--- src/rtl/pwm3_timebase.sv ---
module pwm3_timebase #(
  parameter int CNT_W = 8
) (
  input  logic             clk,
  input  logic             rst_n,
  input  logic             en,
  input  logic [1:0]       clk_sel,
  input  logic             tri_mode,
  input  logic             indep_duty,
  input  logic [1:0]       irq_rate,
  input  logic             irq_half,
  input  logic             wr_en,
  input  logic [1:0]       wr_sel,
  input  logic [CNT_W-1:0] wr_data,
  output logic             out_u,
  output logic             out_v,
  output logic             out_w,
  output logic             irq
);
  localparam int PRE_W = 4;
  localparam int NREG  = 4;
  localparam int PER   = 3;

  logic [1:0]       sel_q;
  logic             tri_q;
  logic [PRE_W-1:0] pre_q, pre_last;
  logic [CNT_W-1:0] cnt_q;
  logic             up_q;
  logic [2:0]       dec_q, rate_mask;
  logic             irq_q;
  logic [CNT_W-1:0] front_q [NREG];
  logic [CNT_W-1:0] act_q   [NREG];
  logic [CNT_W-1:0] per, cmp [3];
  logic [2:0]       on;
  logic tick, wrap, valley, peak, period_ev, half_ev, load, half_mode;

  assign pre_last  = PRE_W'((5'd2 << sel_q) - 5'd1);
  assign tick      = en && (pre_q == pre_last);
  assign per       = act_q[PER];
  assign wrap      = !tri_q && (cnt_q >= per);
  assign valley    = tri_q && !up_q && (cnt_q == '0);
  assign peak      = tri_q && up_q && (cnt_q >= per);
  assign period_ev = tick && (wrap || valley);
  assign half_ev   = tick && (tri_q ? peak : (!wrap && cnt_q == (per >> 1)));
  assign load      = !en || period_ev;
  assign half_mode = irq_half && (irq_rate == 2'b00);
  assign rate_mask = 3'((4'd1 << irq_rate) - 4'd1);

  always_ff @(posedge clk or negedge rst_n)
    if (!rst_n) begin
      sel_q <= '0;
      tri_q <= 1'b0;
    end else if (!en) begin
      sel_q <= clk_sel;
      tri_q <= tri_mode;
    end

  always_ff @(posedge clk or negedge rst_n)
    if (!rst_n) begin
      pre_q <= '0;
      cnt_q <= '0;
      up_q  <= 1'b1;
    end else if (!en) begin
      pre_q <= '0;
      cnt_q <= '0;
      up_q  <= 1'b1;
    end else begin
      pre_q <= tick ? '0 : pre_q + 1'b1;
      if (tick) begin
        if (!tri_q) begin
          cnt_q <= wrap ? '0 : cnt_q + 1'b1;
        end else if (up_q) begin
          if (cnt_q >= per) begin
            up_q  <= 1'b0;
            cnt_q <= (cnt_q == '0) ? '0 : cnt_q - 1'b1;
          end else begin
            cnt_q <= cnt_q + 1'b1;
          end
        end else begin
          if (cnt_q == '0) begin
            up_q  <= 1'b1;
            cnt_q <= (per == '0) ? '0 : CNT_W'(1);
          end else begin
            cnt_q <= cnt_q - 1'b1;
          end
        end
      end
    end

  always_ff @(posedge clk or negedge rst_n)
    if (!rst_n) begin
      dec_q <= '0;
      irq_q <= 1'b0;
    end else if (!en) begin
      dec_q <= '0;
      irq_q <= 1'b0;
    end else begin
      irq_q <= half_mode ? (period_ev || half_ev)
                         : (period_ev && dec_q >= rate_mask);
      if (period_ev) dec_q <= (dec_q >= rate_mask) ? '0 : dec_q + 1'b1;
    end

  for (genvar i = 0; i < NREG; i++) begin : g_reg
    always_ff @(posedge clk or negedge rst_n)
      if (!rst_n) begin
        front_q[i] <= (i == PER) ? '1 : '0;
        act_q[i]   <= (i == PER) ? '1 : '0;
      end else begin
        if (wr_en && wr_sel == 2'(i)) front_q[i] <= wr_data;
        if (load) act_q[i] <= front_q[i];
      end
  end

  assign cmp[0] = act_q[0];
  assign cmp[1] = indep_duty ? act_q[1] : act_q[0];
  assign cmp[2] = indep_duty ? act_q[2] : act_q[0];

  for (genvar p = 0; p < 3; p++) begin : g_phase
    assign on[p] = en && ((cmp[p] >= per) || (cnt_q < cmp[p]));
  end

  assign out_u = on[0];
  assign out_v = on[1];
  assign out_w = on[2];
  assign irq   = irq_q;
endmodule

--- config.mk ---
export PLATFORM = sky130hd
export DESIGN_NAME = pwm3_timebase
export DESIGN_NICKNAME = d
export VERILOG_FILES = /design/src/rtl/pwm3_timebase.sv
export SDC_FILE = /design/constraint.sdc
export NUM_CORES = 1
export LEC_CHECK = 0
export BUFFER_PORTS_ARGS = -buffer_cell sky130_fd_sc_hd__buf_2
export CAP_MARGIN = 20
export CELL_PAD_IN_SITES_DETAIL_PLACEMENT = 0
export CELL_PAD_IN_SITES_GLOBAL_PLACEMENT = 1
export CORE_MARGIN = 2
export CORE_UTILIZATION = 54
export DETAILED_ROUTE_END_ITERATION = 8
export PLACE_DENSITY_LB_ADDON = 0.1
export SLEW_MARGIN = 5
export SYNTH_ARGS = -nofsm -noshare
export SYNTH_HDL_FRONTEND = slang
export SYNTH_SLANG_ARGS = --single-unit
--- constraint.sdc ---
create_clock -name clk -period 5.1 [get_ports clk]
set_input_delay 0 -clock clk [delete_from_list [all_inputs] [get_ports clk]]
set_output_delay 0 -clock clk [all_outputs]
set_load 0.01 [all_outputs]
---- Yosys cells after proc, flatten, opt, wreduce, memory -nomap -nowiden ----
Index checks and enable logic that the tools add are counted.
cells by class
  add/subtract/negate cells ............... 6
  magnitude comparators ................... 8
  equal/unequal tests ..................... 8
  shift-type cells ........................ 2
  muxes and demuxes ....................... 25
  reduce and logical (&&, ||, !) cells .... 33
operators with widths
  kind                   number
  $mux W8                10
  $ge A8 B8 Y1           4
  $lt A8 B8 Y1           3
  $logic_and A1 B1 Y1    18
  $logic_not A8 Y1       2
  $mux W1                10
  $mux W3                3
  $add A8 B1 Y8 const B  1
  $eq A8 B7 Y1           1
  $mux W4                2
  $sub A8 B1 Y8 const B  1
  $logic_or A1 B1 Y1     6
  $ne A2 B1 Y1 const B   3
  $add A4 B1 Y4 const B  1
  $eq A2 B2 Y1 const B   2
  $eq A4 B4 Y1           1
  $logic_not A1 Y1       4
  $logic_not A2 Y1       2
  $shl A2 B2 Y4 const A  1
  $sub A4 B1 Y4 const B  1
  $add A3 B1 Y3 const B  1
  $ge A3 B3 Y1           1
  $shl A1 B2 Y3 const A  1
  $sub A3 B1 Y3 const B  1
  2 further kinds        2
storage, ports and cells
  bits in registers ....................... 84
  input bits .............................. 21
  logic and storage cells ................. 97

---- Depth between registers and ports, before layout ----
Gate-level depths: netlist (run 1).
  depth in word-level cells ............... 9
  gate-level depth with buffers ........... 11

---- Least setup slack after synthesis (run 1) ----
OpenSTA, ideal clock, no wires.
  path kind ............................... register to register
  start point ............................. register cnt_q[0]
  end point ............................... register act_q[30] (netlist name)
  data arrival time ....................... 2624 ps
  data required time ...................... 4973 ps
  setup slack ............................. 2348 ps
  stages on the path, launching flop included .. 11
  path buffers ............................ 2
  cell sequence ........................... dfrtp_1 -> clkbuf_1 -> inv_1 -> ha_1 -> nand2b_1 -> a2111oi_0 -> o31a_1 -> o21a_2 -> a21oi_4 -> buf_6 -> mux2_1
on the way
  longest elaborated chain between the ends .. 5
  elaborated cells between the ends (all ways) .. 7
  classes of those cells .................. order compare: 1; reduce/logical: 6
RTL lines
  what                                              RTL line  text
  from (decl)                                       27        logic [CNT_W-1:0] cnt_q;
  from (signal assigned)                            71        cnt_q <= wrap ? '0 : cnt_q + 1'b1;
  from (signal assigned)                            75        cnt_q <= (cnt_q == '0) ? '0 : cnt_q - 1'b1;
  from (signal assigned)                            77        cnt_q <= cnt_q + 1'b1;
  $ge A8 B8 Y1 or $logic_not A8 Y1 (tied branches)  40, 41
  $logic_and A1 B1 Y1, on equally long branches     40, 41
  $logic_or A1 B1 Y1 (*)                            43        assign period_ev = tick && (wrap || valley);
  $logic_and A1 B1 Y1 (*)                           43
  $logic_or A1 B1 Y1 (*)                            45        assign load = !en || period_ev;
  to (signal, indexed assignment)                   107       act_q[i] <= (i == PER) ? '1 : '0;
  to (signal, indexed assignment)                   110       if (load) act_q[i] <= front_q[i];
  to (decl)                                         32        logic [CNT_W-1:0] act_q [NREG];
Every way passes the cells marked *; elsewhere a longest branch is shown, timed or not.
A chain may end at the register's enable or synchronous reset.

---- Worst setup path in the final report (run 1) ----
  start point ............................. register cnt_q[0]
  end point ............................... register act_q[11] (netlist name)
Same word-level chain as after synthesis.

==> qor.txt, run 1 <==
kind of end point of the critical path - register
status - finished clean
drc violations - 0
design area - 5770 sq um
first-pass GRT wire length - 18,700 um
crit-path cells - inv_1, ha_1, nand2b_1, a2111oi_0, o31a_1, o21a_2, a21oi_4, buf_16, mux2_2
Post-synth EDFFs - 0
Critical Path Source Type - register
largest net degree at the start of global routing - 58
setup bufs post-CTS - 0
final setup TNS - 0 ps
Root Driver - clkbuf_8
DP HPWL - 8060 um
Max Clock Skew - 10.7 ps
vias in the first global route - 3,844
internal power - 1.40 mW
Reg clk slew, reported paths - 90 ps
post-route ant nets - 0
Max stage delay cell, worst path - a2111oi_0
Worst EP required - 5350 ps
IO Port Bufs - 24
Relative slew margins - 0.447
dominant synthesized flop cell - dfrtp_1
Synth Register Bits - 84
1st-iter DRT viols - 175
VDD IR max - 258 uV
Psw - 726 uW
GPL Wtd Cong - 0.906
Mapped Avg Cell Area - 10.9 sq um
cell taking the most area after synthesis - dfrtp_1
initial antenna violation count - 0
commonest cells after routing, fill and taps aside - mux2_2 (67), dfrtp_1 (67), ha_1 (61)
clock sink count - 84
H-Tree Depth - 3
GRT Total Usage - 0.233
Fillers - 818
worst-skew pair later-pin latency - 360 ps
total routed wirelength - 11,000 um
Worst Path Arrival - 3360 ps
diode count - 0
power per cell area - 368 nW/um^2
Seq pwr share - 0.444
# IOs - 25
Syn Nets - 558
ys async rst share - 1.00
die height - 102 um
delay of the slowest critical-path stage - 570 ps
Via density - 5.83
row cnt - 35
Syn-to-layout area delta - 11.0%
unrepaired setup endpoints after global routing - no
die area - 10,400 sq um
DRT Pass-1 Iters - 5
CP Max Fanout - 23
total core area - 9280 sq um
yosys warns - 0
post-synthesis sequential area ratio - 0.409
routed via count - 3,763
total gr overflow - 0
fin. max-slew vios - 0
Post-Syn Area - 5200 sq um
top cells by area, synth - dfrtp_1 (32%), ha_1 (15%), mux2_2 (15%)
Leak Pwr - 2.78 nW
Gate power share - 0.321
final hold viol count - 0
Final #Nets - 593
Gate Count Post-Synth - 476
Die Width - 102 um
Fmax achieved - 322 MHz
endpoints failing setup - 0
clock power share - 0.235
reported max-cap violation count - 0
hold_ws - 49.2 ps
PostCTS Resize Cnt - 0
clk buf depth - 2
fin crit share - 0.610
total CTS buffers - 9
cts hold-fix bufs - 14
synth unique cells - 54
clock tree from TritonCTS - built
DR WL/cell - 17.1 um
worst slew pin tran - 826 ps
area fraction of the dominant cell type after synthesis - 0.323
layout cells sized above 1 - 0.254
dpl cell area - 5400 sq um
minimum clock period - 3110 ps
Initial Utilization - 0.560
WS Path Type - register to register
sw frac - 0.342
hold crit path type - primary input to register
[final timing paths]
path	start	end	slack, ps	cells past startpoint
setup reg to reg	cnt_q[0]$_DFFE_PN0P_	act_q[11]$_DFFE_PN0P_	1990	9
hold reg to reg	front_q[30]$_DFFE_PN0P_	act_q[30]$_DFFE_PN0P_	510	1
max in group asynchronous	rst_n	act_q[22]$_DFFE_PN0P_	3990	3
hold / removal	irq_rate[0]	irq$_DFF_PN0_	50	4
setup / recovery	cnt_q[0]$_DFFE_PN0P_	act_q[11]$_DFFE_PN0P_	1990	9
min in group asynchronous	rst_n	cnt_q[0]$_DFFE_PN0P_	90	2
[state kept, by name, summed over array words and instances, names as in the netlist]
name / count
front_q: 32
act_q: 24
cnt_q: 8
per: 8
pre_q: 4
dec_q: 3
sel_q: 2
irq: 1
tri_q: 1
up_q: 1
[per-stage QoR]
stage / utilization / power [mW] / setup slack (ps) / std cells
3_3_place_gp: 0.582 / 1.59 / 1890 / 614
2_1_floorplan: - / 1.42 / 2350 / 476
3_5_place_dp: 0.582 / 1.62 / 1790 / 614
5_1_grt: 0.621 / 2.28 / 1680 / 645
4_1_cts: 0.618 / 2.14 / 1780 / 644
6_report: 0.621 / 2.12 / 1990 / 645
[synth_stat cells (4+ instances only)]
cell type	number
nor3_1	7
nand3_1	9
o211ai_1	10
a21o_1	8
buf_6	4
o21ai_0	11
a21oi_1	31
dfstp_2	17
ha_1	61
inv_1	40
nor2_1	17
o2111ai_1	4
nand2b_1	6
o22ai_1	7
xor2_1	8
nand4_1	6
nand2_1	22
a211oi_1	5
and3_1	4
clkbuf_1	10
mux2_2	67
nor4_1	5
a211o_1	4
xnor2_1	4
dfrtp_1	67
[critical path, delay by kind of cell, from the launching register on]
family	cells	cell delay (ps)
DFF	1	560
muxes	1	290
AOI/OAI and AO/OA	4	1290
and+or+nand+nor	1	130
adders and majority gates	1	310
buffers and inverters	2	400
[power by group through the flow]
| stage | clock, mW | combinational [mW] | sequential, mW |
|---|---|---|---|
| after floorplan | 0 | 0.516 | 0.906 |
| after global placement | 0 | 0.641 | 0.950 |
| after detailed placement | 0 | 0.669 | 0.954 |
| after CTS | 0.516 | 0.682 | 0.941 |
| after global routing | 0.536 | 0.778 | 0.964 |
| final | 0.499 | 0.681 | 0.942 |
[per-layer routing]
layer  share of wire  GRT usage  up-vias  routed length (um)
li1                -          -     1818                   -
met1            0.48      0.309     1850                5250
met2            0.47      0.384       71                5210
met3           0.026     0.0445       24                 283
met4           0.027     0.0821        0                 299
met5               0          0        -                   0
[final cells by class]
type	instances	area, sq um	area share
clock inverters	6	71.3	0.0124
flip-flops and latches	84	2120	0.368
inverters	40	150	0.0260
clock buffers	10	128	0.0221
well taps	129	161	0.0280
multi-input cells	336	2840	0.492
repair buffers	40	298	0.0516
[cell families (layout without fill, tap and decap cells)]
kind of cell | count (synthesis) | after routing | synth area share
AO/OA/AOI/OAI | 101 | 101 | 0.131
AND/OR/NAND/NOR | 91 | 91 | 0.0932
flip-flops | 84 | 84 | 0.409
multiplexers | 71 | 71 | 0.153
adder cells (fa/ha/maj) | 61 | 61 | 0.147
buffers and inverters | 56 | 96 | 0.0467
XOR/XNOR | 12 | 12 | 0.0202
Note: power is estimated with default switching activity, not from simulation.
==> inputs of run 2 (changes only) <==
--- a/config.mk
+++ b/config.mk
@@ -10,7 +10,7 @@
 export CELL_PAD_IN_SITES_DETAIL_PLACEMENT = 0
 export CELL_PAD_IN_SITES_GLOBAL_PLACEMENT = 1
 export CORE_MARGIN = 2
-export CORE_UTILIZATION = 54
+export CORE_UTILIZATION = 45
 export DETAILED_ROUTE_END_ITERATION = 8
 export PLACE_DENSITY_LB_ADDON = 0.1
 export SLEW_MARGIN = 5
==> constraint.sdc (replaced) <==
create_clock -name clk -period 2.5 [get_ports clk]
set_input_delay 0 -clock clk [delete_from_list [all_inputs] [get_ports clk]]
set_output_delay 0 -clock clk [all_outputs]
set_load 0.01 [all_outputs]
==> qor.txt, run 2 (synthesis gave the netlist of run 1 again) <==
crit-path cells - or4_4, nor4b_4, nand2_1, o21a_2, a21oi_4, buf_12, clkbuf_16, mux2_2
GR Util met3 - 0.0392
Fmax achieved - 398 MHz
clock power share - 0.261
die area - 12,400 sq um
worst-skew pair later-pin latency - 350 ps
worst slew pin tran - 652 ps
reported max-cap violation count - 0
internal power - 3.44 mW
status - finished, violations left
commonest cells after routing, fill and taps aside - dfrtp_1 (64), ha_1 (58), mux2_2 (49)
vias in the first global route - 3,860
fin crit share - 1.00
Relative slew margins - 0.564
Setup WS post-layout - -11.9 ps
DRT Pass-1 Iters - 4
final setup TNS - -19.3 ps
Seq pwr share - 0.375
total gr overflow - 0
M2 GR Usage - 0.338
total CTS buffers - 9
post-route ant nets - 0
Largest Register - front_q
Final #Nets - 641
delay of the slowest critical-path stage - 580 ps
initial antenna violation count - 0
Root Driver - clkbuf_16
GRT Total Usage - 0.202
1st-iter DRT viols - 183
drc violations - 0
crit path buf inv count - 2
Fillers - 963
clock sink count - 84
Worst Path Arrival - 2740 ps
sw frac - 0.316
Gate power share - 0.364
hold crit path type - primary input to register
total routed wirelength - 12,300 um
WS Path Type - register to register
Max Clock Skew - 7.37 ps
Via density - 5.47
endpoints failing setup - 3
CP top delay family - simple AND/OR/NAND/NOR gates
Initial Utilization - 0.459
H-Tree Depth - 3
Reg clk slew, reported paths - 60 ps
layout cells sized above 1 - 0.365
clk buf depth - 2
DR WL/cell - 17.3 um
Psw - 1.59 mW
first-pass GRT wire length - 19,700 um
DP HPWL - 8740 um
kind of end point of the critical path - register
CP Max Fanout - 5
Max stage delay cell, worst path - or4_4
biggest regs - front_q x32, act_q x24
Die Width - 111 um
final hold viol count - 0
die height - 111 um
Syn-to-layout area delta - 25.6%
fin util - 0.577
VDD IR max - 465 uV
row cnt - 39
power per cell area - 770 nW/um^2
IO Port Bufs - 24
# IOs - 25
fin. max-slew vios - 0
max reg flops - 32
unrepaired setup endpoints after global routing - yes
clock tree from TritonCTS - built
Critical Path Source Type - register
routed via count - 3,870
leading cell type in the layout, fill and taps excluded - dfrtp_1
largest net degree at the start of global routing - 85
Leak Pwr - 3.16 nW
diode count - 0
minimum clock period - 2510 ps
Worst EP required - 2730 ps
total core area - 11,300 sq um
met1 global-route usage - 0.264
failing checks - negative setup slack
grt peak-use layer - met2
GPL Wtd Cong - 0.815
[run 2: worst paths after layout]
kind,start,to,slack (ps),cells after the start
hold / removal,en,up_q$_DFFE_PN1P_,50,2
setup reg to reg,cnt_q[4]$_DFFE_PN0P_,act_q[14]$_DFFE_PN0P_,-10,8
max in group asynchronous,rst_n,front_q[6]$_DFFE_PN1P_,1630,3
setup / recovery,cnt_q[4]$_DFFE_PN0P_,act_q[14]$_DFFE_PN0P_,-10,8
min in group asynchronous,rst_n,cnt_q[0]$_DFFE_PN0P_,190,2
hold reg to reg,front_q[30]$_DFFE_PN0P_,act_q[30]$_DFFE_PN0P_,490,1
[run 2: metrics by stage]
step	total power [mW]	setup slack, ps	cells	instance area [sq um]	hold slack (ps)
after global routing	5.39	-82.5	707	6530	64.6
after CTS	4.81	1.37	692	6130	46.0
after global placement	3.40	61.7	663	5710	232
after detailed placement	3.46	16.4	663	5710	236
after floorplan	2.91	9.09	476	5210	-296
final	5.03	-11.9	707	6530	46.1
[run 2: cell type report]
type | instances | area [sq um] | share of cell area
Clock buffer | 12 | 236 | 0.0362
Clock inverter | 4 | 51.3 | 0.00786
Inverter | 40 | 150 | 0.0230
Multi-Input combinational cell | 336 | 3040 | 0.466
Sequential cell | 84 | 2130 | 0.326
Tap cell | 143 | 179 | 0.0274
Timing Repair Buffer | 88 | 742 | 0.114
[run 2: metal layers]
metal  up-vias  routed length, um
li1       1910                  -
met1      1916               5780
met2        32               6080
met3        12                227
met4         0                178
met5         -                  0
[run 2: timing repair]
| action | 4_1_cts | 5_1_grt |
|---|---|---|
| setup endpoints to repair | 1 | 37 |
| setup buffers | 0 | 10 |
| pin swaps | 0 | 11 |
| gates resized for setup | 1 | 48 |
| hold endpoints to repair | 103 | 0 |
| hold buffers | 13 | 0 |
| cloned | 0 | 4 |
[run 2: power by group through the flow]
stage	Clock [mW]	Combinational [mW]	Sequential [mW]
after floorplan	0	1.06	1.85
after global placement	0	1.51	1.89
after detailed placement	0	1.56	1.90
after CTS	1.34	1.60	1.87
after global routing	1.40	2.07	1.92
final	1.31	1.83	1.88
